### config.mk
export PLATFORM = sky130hd
export DESIGN_NAME = shared_cmp_timer
export DESIGN_NICKNAME = d
export VERILOG_FILES = /design/src/rtl/sct_pkg.sv /design/src/rtl/sct_counter.sv /design/src/rtl/sct_channel.sv /design/src/rtl/shared_cmp_timer.sv
export SDC_FILE = /design/constraint.sdc
export NUM_CORES = 2
export LEC_CHECK = 0
export BUFFER_PORTS_ARGS = -buffer_cell sky130_fd_sc_hd__buf_2
export CORE_AREA = 2 2 336 371
export CTS_CLUSTER_SIZE = 8
export DETAILED_ROUTE_END_ITERATION = 7
export DIE_AREA = 0 0 338 373
export PLACE_DENSITY = 0.59
export SLEW_MARGIN = 15
export SYNTH_ARGS = -nofsm -noshare
export SYNTH_HDL_FRONTEND = slang
export SYNTH_HIERARCHICAL = 1
export SYNTH_SLANG_ARGS = --single-unit
### constraint.sdc
create_clock -name clk -period 3.6 [get_ports clk]
set_input_delay 0 -clock clk [delete_from_list [all_inputs] [get_ports clk]]
set_output_delay 0 -clock clk [all_outputs]
set_load 0.05 [all_outputs]
### src/rtl/sct_pkg.sv
package sct_pkg;
    typedef enum logic [2:0] {
        RW_CNT_LO = 3'd0,
        RW_CNT_HI = 3'd1,
        RW_CTRL   = 3'd2,
        RW_FLAG   = 3'd3,
        RW_CMP_LO = 3'd4,
        RW_CMP_HI = 3'd5,
        RW_STEP   = 3'd6,
        RW_NONE   = 3'd7
    } reg_word_e;

    localparam int CB_RUN    = 0;
    localparam int CB_CMPEN  = 1;
    localparam int CB_IRQEN  = 2;
    localparam int CB_RELOAD = 3;
    localparam int CB_PRE_LO = 8;
endpackage

### src/rtl/sct_counter.sv
module sct_counter #(
    parameter int DATA_W = 32,
    parameter int PRE_W  = 8
) (
    input  logic                  clk,
    input  logic                  rst,
    input  logic                  run_i,
    input  logic [PRE_W-1:0]      presc_i,
    input  logic                  ld_lo_i,
    input  logic                  ld_hi_i,
    input  logic [DATA_W-1:0]     ld_data_i,
    output logic [2*DATA_W-1:0]   count_o
);
    localparam int CNT_W = 2 * DATA_W;

    logic [PRE_W-1:0] phase_q;
    logic             tick;

    assign tick = run_i && (phase_q >= presc_i);

    always_ff @(posedge clk) begin
        if (rst || !run_i || tick) begin
            phase_q <= '0;
        end else begin
            phase_q <= phase_q + 1'b1;
        end
    end

    always_ff @(posedge clk) begin
        if (rst) begin
            count_o <= '0;
        end else if (run_i) begin
            if (tick) begin
                count_o <= count_o + CNT_W'(1);
            end
        end else if (ld_lo_i) begin
            count_o[DATA_W-1:0] <= ld_data_i;
        end else if (ld_hi_i) begin
            count_o[CNT_W-1:DATA_W] <= ld_data_i;
        end
    end

    // no load takes effect while running
    assert_no_load_running_R3: assert property (@(posedge clk) disable iff (rst)
        (run_i && (ld_lo_i || ld_hi_i)) |=>
            (count_o == $past(count_o) || count_o == $past(count_o) + CNT_W'(1)));

    // the count never moves by more than one per clock
    assert_single_step_R4: assert property (@(posedge clk) disable iff (rst)
        run_i |=> (count_o == $past(count_o) || count_o == $past(count_o) + CNT_W'(1)));

    // stopped and untouched means frozen
    assert_frozen_when_off_R4: assert property (@(posedge clk) disable iff (rst)
        (!run_i && !ld_lo_i && !ld_hi_i) |=> $stable(count_o));
endmodule

### src/rtl/sct_channel.sv
module sct_channel #(
    parameter int DATA_W = 32
) (
    input  logic                  clk,
    input  logic                  rst,
    input  logic                  run_i,
    input  logic [2*DATA_W-1:0]   count_i,
    input  logic                  wr_ctrl_i,
    input  logic                  wr_flag_i,
    input  logic                  wr_cmp_lo_i,
    input  logic                  wr_cmp_hi_i,
    input  logic                  wr_step_i,
    input  logic [DATA_W-1:0]     wdata_i,
    output logic [2*DATA_W-1:0]   cmp_o,
    output logic [DATA_W-1:0]     step_o,
    output logic [2:0]            bank_o,
    output logic                  flag_o,
    output logic                  irq_o
);
    import sct_pkg::*;
    localparam int CNT_W = 2 * DATA_W;

    logic cmpen_q, irqen_q, reload_q, hit;

    assign hit    = run_i && cmpen_q && (count_i >= cmp_o);
    assign bank_o = {reload_q, irqen_q, cmpen_q};
    assign irq_o  = flag_o && irqen_q;

    always_ff @(posedge clk) begin
        if (rst) begin
            cmpen_q  <= 1'b0;
            irqen_q  <= 1'b0;
            reload_q <= 1'b0;
            step_o   <= '0;
        end else begin
            if (wr_ctrl_i) begin
                cmpen_q  <= wdata_i[CB_CMPEN];
                irqen_q  <= wdata_i[CB_IRQEN];
                reload_q <= wdata_i[CB_RELOAD];
            end
            if (wr_step_i) begin
                step_o <= wdata_i;
            end
        end
    end

    always_ff @(posedge clk) begin
        if (rst) begin
            flag_o <= 1'b0;
        end else if (hit) begin
            flag_o <= 1'b1;
        end else if (wr_flag_i && wdata_i[0]) begin
            flag_o <= 1'b0;
        end
    end

    always_ff @(posedge clk) begin
        if (rst) begin
            cmp_o <= '0;
        end else if (wr_cmp_lo_i) begin
            cmp_o[DATA_W-1:0] <= wdata_i;
        end else if (wr_cmp_hi_i) begin
            cmp_o[CNT_W-1:DATA_W] <= wdata_i;
        end else if (hit && reload_q) begin
            cmp_o <= cmp_o + CNT_W'(step_o);
        end
    end

    // a match always leaves the flag set
    assert_match_sets_flag_R5: assert property (@(posedge clk) disable iff (rst)
        (run_i && cmpen_q && count_i >= cmp_o) |=> flag_o);

    // a reload match moves the compare value by exactly one step
    assert_reload_step_R6: assert property (@(posedge clk) disable iff (rst)
        (hit && reload_q && !wr_cmp_lo_i && !wr_cmp_hi_i) |=>
            cmp_o == $past(cmp_o) + CNT_W'($past(step_o)));

    // the flag only falls through a clearing write
    assert_flag_sticky_R8: assert property (@(posedge clk) disable iff (rst)
        (flag_o && !(wr_flag_i && wdata_i[0])) |=> flag_o);
endmodule

### src/rtl/shared_cmp_timer.sv
module shared_cmp_timer #(
    parameter int NCPU      = 4,
    parameter int CPU_IDX_W = 3,
    parameter int DATA_W    = 32,
    parameter int PRE_W     = 8
) (
    input  logic                  clk,
    input  logic                  rst,
    input  logic                  bus_sel,
    input  logic                  bus_wr,
    input  logic [CPU_IDX_W-1:0]  bus_cpu,
    input  logic [4:0]            bus_addr,
    input  logic [DATA_W-1:0]     bus_wdata,
    output logic [DATA_W-1:0]     bus_rdata,
    output logic [NCPU-1:0]       irq
);
    import sct_pkg::*;
    localparam int CNT_W = 2 * DATA_W;

    logic              run_q;
    logic [PRE_W-1:0]  presc_q;
    logic [CNT_W-1:0]  count;
    logic              acc_ok, wr_ok;
    reg_word_e         word;

    logic [CNT_W-1:0]  ch_cmp  [NCPU];
    logic [DATA_W-1:0] ch_step [NCPU];
    logic [2:0]        ch_bank [NCPU];
    logic [NCPU-1:0]   ch_flag;

    assign acc_ok = bus_sel && (bus_addr[1:0] == 2'b00) && (32'(bus_cpu) < NCPU);
    assign wr_ok  = acc_ok && bus_wr;
    assign word   = reg_word_e'(bus_addr[4:2]);

    always_ff @(posedge clk) begin
        if (rst) begin
            run_q   <= 1'b0;
            presc_q <= '0;
        end else if (wr_ok && word == RW_CTRL) begin
            run_q   <= bus_wdata[CB_RUN];
            presc_q <= bus_wdata[CB_PRE_LO +: PRE_W];
        end
    end

    sct_counter #(.DATA_W(DATA_W), .PRE_W(PRE_W)) u_counter (
        .clk       (clk),
        .rst       (rst),
        .run_i     (run_q),
        .presc_i   (presc_q),
        .ld_lo_i   (wr_ok && word == RW_CNT_LO),
        .ld_hi_i   (wr_ok && word == RW_CNT_HI),
        .ld_data_i (bus_wdata),
        .count_o   (count)
    );

    for (genvar i = 0; i < NCPU; i++) begin : g_chan
        logic mine;
        assign mine = wr_ok && (bus_cpu == CPU_IDX_W'(i));

        sct_channel #(.DATA_W(DATA_W)) u_chan (
            .clk         (clk),
            .rst         (rst),
            .run_i       (run_q),
            .count_i     (count),
            .wr_ctrl_i   (mine && word == RW_CTRL),
            .wr_flag_i   (mine && word == RW_FLAG),
            .wr_cmp_lo_i (mine && word == RW_CMP_LO),
            .wr_cmp_hi_i (mine && word == RW_CMP_HI),
            .wr_step_i   (mine && word == RW_STEP),
            .wdata_i     (bus_wdata),
            .cmp_o       (ch_cmp[i]),
            .step_o      (ch_step[i]),
            .bank_o      (ch_bank[i]),
            .flag_o      (ch_flag[i]),
            .irq_o       (irq[i])
        );
    end

    always_comb begin
        logic [CNT_W-1:0]  s_cmp;
        logic [DATA_W-1:0] s_step;
        logic [2:0]        s_bank;
        logic              s_flag;
        s_cmp  = '0;
        s_step = '0;
        s_bank = '0;
        s_flag = 1'b0;
        for (int i = 0; i < NCPU; i++) begin
            if (bus_cpu == CPU_IDX_W'(i)) begin
                s_cmp  = ch_cmp[i];
                s_step = ch_step[i];
                s_bank = ch_bank[i];
                s_flag = ch_flag[i];
            end
        end
        bus_rdata = '0;
        if (acc_ok) begin
            unique case (word)
                RW_CNT_LO: bus_rdata = count[DATA_W-1:0];
                RW_CNT_HI: bus_rdata = count[CNT_W-1:DATA_W];
                RW_CTRL: begin
                    bus_rdata[CB_RUN]             = run_q;
                    bus_rdata[CB_RELOAD:CB_CMPEN] = s_bank;
                    bus_rdata[CB_PRE_LO +: PRE_W] = presc_q;
                end
                RW_FLAG:   bus_rdata[0] = s_flag;
                RW_CMP_LO: bus_rdata = s_cmp[DATA_W-1:0];
                RW_CMP_HI: bus_rdata = s_cmp[CNT_W-1:DATA_W];
                RW_STEP:   bus_rdata = s_step;
                RW_NONE:   bus_rdata = '0;
            endcase
        end
    end

    // an out-of-range processor index reads nothing
    assert_bad_cpu_quiet_R10: assert property (@(posedge clk) disable iff (rst)
        (bus_sel && 32'(bus_cpu) >= NCPU) |-> bus_rdata == '0);

    // misaligned offsets read nothing
    assert_misaligned_quiet_R11: assert property (@(posedge clk) disable iff (rst)
        (bus_addr[1:0] != 2'b00) |-> bus_rdata == '0);
endmodule

==> Word-level counts from Yosys, hierarchy flattened <==
Index checks and enable logic that the tools add are counted.
{ "totals": {"output_inout_bits": 36, "regBits": 481, "wordCells": 197, "in_bits": 44} }
{ "classes": {"muxes": 51, "reduce_logical": 81, "n_eq_ne": 16, "n_bitwise": 4, "order_cmp": 6, "n_addsub": 6} }
{ "op_table": {"columns": ["cell", "count"], "rows": [
  ["two-way mux 32 bit", 20],
  ["two-way mux 64 bit", 10],
  ["adder 64 x 32 -> 64 bit", 4],
  ["greater-or-equal comparator 64 bit", 4],
  ["case mux 16 bit (5 select lines)", 1],
  ["adder 64 x 1 -> 64 bit (second input constant)", 1],
  ["logical AND 1 bit", 51],
  ["case mux 8 bit (6 select lines)", 1],
  ["nonzero test 2 bit", 14],
  ["case mux 4 bit (5 select lines)", 1],
  ["case mux 3 bit (6 select lines)", 1],
  ["AND reduction 2 bit", 9],
  ["== test 3 x 2 -> 1 bit (second input constant)", 4],
  ["== test 3 bit (second input constant)", 4],
  ["two-way mux 1 bit", 12],
  ["two-way mux 3 bit", 4],
  ["inequality test 2 x 1 -> 1 bit (second input constant)", 5],
  ["adder 8 x 1 -> 8 bit (second input constant)", 1],
  ["greater-or-equal comparator 8 bit", 1],
  ["case mux 1 bit (8 select lines)", 1],
  ["== test 3 x 1 -> 1 bit (second input constant)", 2],
  ["logical NOT 3 bit", 2],
  ["NOT 1 bit", 4],
  ["less-than comparator 3 bit (second input constant)", 1],
  ["other kinds (5)", 6]
]} }

==> Longest topological paths before layout <==
{ "depth": {"ltp_word": 9, "depth_mapped": 14} }

==> Modules after synthesis <==
Netlist, hierarchy kept.
{ "by_module_without_submodules": {"columns": ["module", "cells_per_inst", "area_per_inst_um2", "instances", "seq_area_each_um2"], "rows": [
  ["sct_channel at g_chan[0].u_chan ...", 1085, 8240.4, 3, 2001.9],
  ["sct_channel at g_chan[1].u_chan", 1052, 8262.9, 1, 2001.9],
  ["sct_counter", 676, 4890.9, 1, 1441.4],
  ["shared_cmp_timer", 645, 4565.6, 1, 180.2]
]} }

==> Worst setup path before layout <==
No wires, ideal clock.
{ "synth_timing": {"path_type": "reg-to-reg", "startpoint": "reg g_chan[3].u_chan.cmp_o[0]", "endpoint": "reg g_chan[3].u_chan.cmp_o[38]", "setup_slack_ns": 0.740, "setup_time_ns": 0.092, "arrival_ns": 2.767, "n_path_buf": 1, "stages_incl_launch_ff": 14, "required_time_ns": 3.508, "path_cell_list": "dfxtp_1 > ha_1 > inv_1 > fa_1 > nand2b_1 > a21oi_1 > nor2_1 > o21ai_0 > a21oi_1 > o31ai_2 > buf_2 > nor4b_1 > a21oi_1 > o32ai_1"} }
{ "synth_between": {"elab_chain_cells": 5, "elab_cells_between_ends": 8, "cone_classes": "add/sub (1); order compare (1); mux (2); reduce/logical (4)"} }
{ "synth_lines": {"columns": ["item", "line_no", "rtl"], "rows": [
  ["start, declared", "sct_channel.sv:14", "output logic [2*DATA_W-1:0] cmp_o,"],
  ["start signal, assigned by index", "sct_channel.sv:61", "cmp_o[DATA_W-1:0] <= wdata_i;"],
  ["start signal, assigned by index", "sct_channel.sv:63", "cmp_o[CNT_W-1:DATA_W] <= wdata_i;"],
  ["start signal, assigned", "sct_channel.sv:65", "cmp_o <= cmp_o + CNT_W'(step_o);"],
  ["greater-or-equal comparator 64 bit", "sct_channel.sv:25", "assign hit = run_i && cmpen_q && (count_i >= cmp_o);"],
  ["logical AND 1 bit", "sct_channel.sv:25", null],
  ["logical AND 1 bit", "sct_channel.sv:64", "end else if (hit && reload_q) begin"],
  ["nonzero test 2 bit (no source line)", null, null],
  ["AND reduction 2 bit (no source line)", null, null]
]} }
Several ways; a longest one is shown, not always the timed one. The select of a mux whose other input is x is not followed.
A chain may end at the register's enable or synchronous reset.

==> Worst setup path after layout <==
{ "layout_timing": {"startpoint": "reg g_chan[2].u_chan.cmp_o[0]", "endpoint": "reg g_chan[2].u_chan.cmp_o[44]"} }
{ "layout_between": {"elab_chain_cells": 5, "elab_cells_between_ends": 8, "cone_classes": "add/sub (1); order compare (1); mux (2); reduce/logical (4)"} }
{ "layout_lines": {"columns": ["item", "line_no"], "rows": [
  ["start, declared", "sct_channel.sv:14"],
  ["start signal, assigned by index", "sct_channel.sv:61"],
  ["start signal, assigned by index", "sct_channel.sv:63"],
  ["start signal, assigned", "sct_channel.sv:65"],
  ["greater-or-equal comparator 64 bit", "sct_channel.sv:25"],
  ["logical AND 1 bit", "sct_channel.sv:25"],
  ["logical AND 1 bit", "sct_channel.sv:64"],
  ["nonzero test 2 bit (no source line)", null],
  ["AND reduction 2 bit (no source line)", null]
]} }
Several ways; a longest one is shown, not always the timed one. The select of a mux whose other input is x is not followed.

==> qor.yml <==
outcome: "finished clean"
clk_pin_slew_ps: 50
path_cells: "ha_1, inv_1, fa_1, nand2b_1, a21oi_2, o21ai_0, nand2b_1, a31oi_1, o21a_1, o41ai_1, a21oi_1, a211oi_1"
die_y_um: 373
cts_buffer_depth: 3
power.density_nw_per_um2: 268
crit_start: "g_chan[2].u_chan/cmp_o[0]"
grt_pass1_vias: 44900
syn-num-nets: 6070
period_minus_slack_ps: 3510
final_nets: 6467
crit_required_ps: 4170
ff2ff_path_depth: 12
viasPerCell: 6.30
drtPass1Iterations: 6
dr.first_iter.drc_count: 6344
start_kind: "flip-flop"
num_io_pins: 80
synth-adder-area-share_pct: 11.8
dr_total_vias: 48500
slew_violations: 0
utilization_pct: 41.4
insertion_delay_ps: 670
end_kind: "flip-flop"
ys.flop_type: "dfxtp_1"
hp-class: "input pin to flip-flop"
path_class: "flip-flop to flip-flop"
synth-simple-area-share_pct: 21.3
antenna_found_initial: 24
leakage_nw: 19.2
drc: 0
yosysMostFrequentCell: "nor2_1"
start_util_pct: 34.7
grt_usage_pct: 37.0
setup_viol: 0
synth_area_um2: 42400
final.setup.tns_ps: 0
cp.arrival_ps: 4080
syn_area_per_cell_um2: 7.54
cts_tree: "built"
yosys.area.top_type: "dfxtp_1"
fin_hold_ws_ps: 51.7
worstReg2RegEnd: "g_chan[2].u_chan/cmp_o[44]"
muxShareOfSynthArea_pct: 7.38
grt_max_degree: 162
hold_viol_final: 0
yosys_warnings: 6
max_stage_delay_ps: 500
crit_top_cell: "nand2b_1"
maxCapViolations: 0
area_growth_pct: 19.4
die-area_um2: 126000
ys_ff_latch: 481
numCtsBuffers: 73
max_slew_margin_pct: 23.3
seq_area_frac_synth_pct: 22.7
row_count: 135
ys_async_sr_fraction_pct: 0
grt_first_pass_wirelength_um: 333000
peakVddDrop_v: 0.000321
fmax_ghz: 0.285
crit_end: "g_chan[2].u_chan/cmp_o[44]"
grt-ovfl-total: 0
synth_area_leaders: "dfxtp_1 (23%), ha_1 (12%), a21oi_1 (5.9%)"
ant_nets: 0
nFillCells: 12700
synth_edf_count: 0
place_hpwl_um: 187000
die_w_um: 338
routedWlPerCell_um: 31.6
core_area_um2: 122000
max_slew.worst_pin.slew_ps: 1150
place.gp.congestion: 1.07
synth-xor-area-share_pct: 2.37
synth_top_area_share_pct: 22.7
r2r-start: "g_chan[2].u_chan/cmp_o[0]"
crit_fanout: 9
crit_path_top_delay_cell: "o41ai_1"
final.period_utilization_pct: 97.5
finClkSkew_ps: 37.3
drive_gt1_share_pct: 16.5
synth_common_cells: "nor2_1 (614), a21oi_1 (500), dfxtp_1 (481)"
ys_types: 110
synthCells: 5628
root_buffer: "clkbuf_16"
port_buffers: 79
synth-compound-area-share_pct: 27.6
r2r_slack_ps: 90
synth_top_family_by_area: "compound AO/OA/AOI/OAI gates"
wl_um: 243000
h-tree-depth: 3
cts.sink_count: 481
layer usage:
layer | track usage [%] | vias up | routed length (um) | part of all wire (%)
met4 | 33.0 | 12 | 26400 | 11
met5 | 0 | - | 81 | 0.033
met1 | 45.1 | 23100 | 92500 | 38
met2 | 54.4 | 2858 | 101000 | 42
li1 | - | 21700 | - | -
met3 | 7.81 | 820 | 23200 | 9.5
registers in the layout, indices dropped and copies added (netlist names), 8 cells and up:
signal	count
u_counter/phase_q	8
g_chan.u_chan/cmp_o	256
g_chan.u_chan/step_o	128
presc_q	8
u_counter/count_o	64
cells in the final DEF (no fill, tap or decap), types with 51 or more instances in the layout:
master / n
a211oi_1: 167
a21o_1: 72
a21oi_1: 492
a31oi_1: 69
buf_2: 76
buf_4: 536
clkbuf_16: 75
dfxtp_1: 472
ha_1: 391
inv_1: 326
mux2_2: 82
mux2i_1: 205
nand2_1: 458
nand3_1: 155
nand4_1: 126
nor2_1: 604
nor2b_1: 63
nor3_1: 116
nor4_1: 60
o211ai_1: 52
o21ai_0: 290
o22ai_1: 147
or3_1: 51
xnor2_1: 65
power by group:
group / switching [mW] / internal (mW) / total, mW
Combinational: 1.10 / 0.421 / 1.52
Sequential: 0.0221 / 5.35 / 5.37
Clock: 2.88 / 3.82 / 6.70
timing repair:
| action | in CTS | in global routing |
|---|---|---|
| endpoints found under the hold margin | 116 | 0 |
| gates resized for setup | 15 | 62 |
| pin swaps | 5 | 24 |
| setup endpoints to repair | 29 | 179 |
| cloned | 0 | 3 |
| buffers inserted | 0 | 16 |
| hold buffers | 24 | 0 |
how the worst min path moves through the flow:
stage	start	end	slack (ps)	cells past startpoint
after CTS	bus_wdata[10]	g_chan[3].u_chan/cmp_o[10]	5	3
after detailed placement	rst	g_chan[0].u_chan/cmp_o[55]	450	2
after floorplan	bus_wdata[13]	g_chan[0].u_chan/cmp_o[13]	140	2
final	bus_wdata[12]	g_chan[3].u_chan/step_o[12]	50	3
after global placement	rst	g_chan[0].u_chan/cmp_o[55]	450	2
after global routing	bus_wdata[9]	g_chan[3].u_chan/cmp_o[9]	7	3
cell type report:
cell class | count | area [um^2] | area share, %
Antenna cell | 7 | 17.5 | 0.0346
Clock inverter | 9 | 93.8 | 0.185
Inverter | 335 | 1260 | 2.48
Tap cell | 1644 | 2060 | 4.06
Sequential cell | 481 | 9640 | 19.0
Multi-Input combinational cell | 4468 | 30400 | 60.0
Clock buffer | 86 | 1970 | 3.88
Timing Repair Buffer | 666 | 5210 | 10.3
cell families (layout without fill, tap and decap cells):
| group | after synthesis | in the layout |
|---|---|---|
| xor+xnor | 115 | 115 |
| fa+ha+maj | 398 | 398 |
| other cells | 0 | 7 |
| mux | 301 | 301 |
| compound gates | 1776 | 1777 |
| simple gates | 1877 | 1877 |
| buf+inv | 680 | 1096 |
| flops | 481 | 481 |
per-stage QoR:
| step | worst slack [ps] | power [mW] | area [um^2] | cells |
|---|---|---|---|---|
| after detailed placement | -207 | 6.83 | 47700 | 7551 |
| after global placement | -236 | 6.82 | 47700 | 7551 |
| after CTS | -67.1 | 13.5 | 50100 | 7670 |
| after global routing | -6.83 | 13.8 | 50600 | 7689 |
| final | 90.9 | 13.6 | 50700 | 7696 |
| after floorplan | 740 | 6.03 | 42400 | 5628 |
worst max-delay path: cells and delay by family, from the launching register on:
family	cells	cell delay (ps)
AOI/OAI and AO/OA	7	1950
adders and majority gates	2	630
buffers and inverters	1	70
DFF	1	380
and+or+nand+nor	2	380
Note: power is estimated with default switching activity, not from simulation.
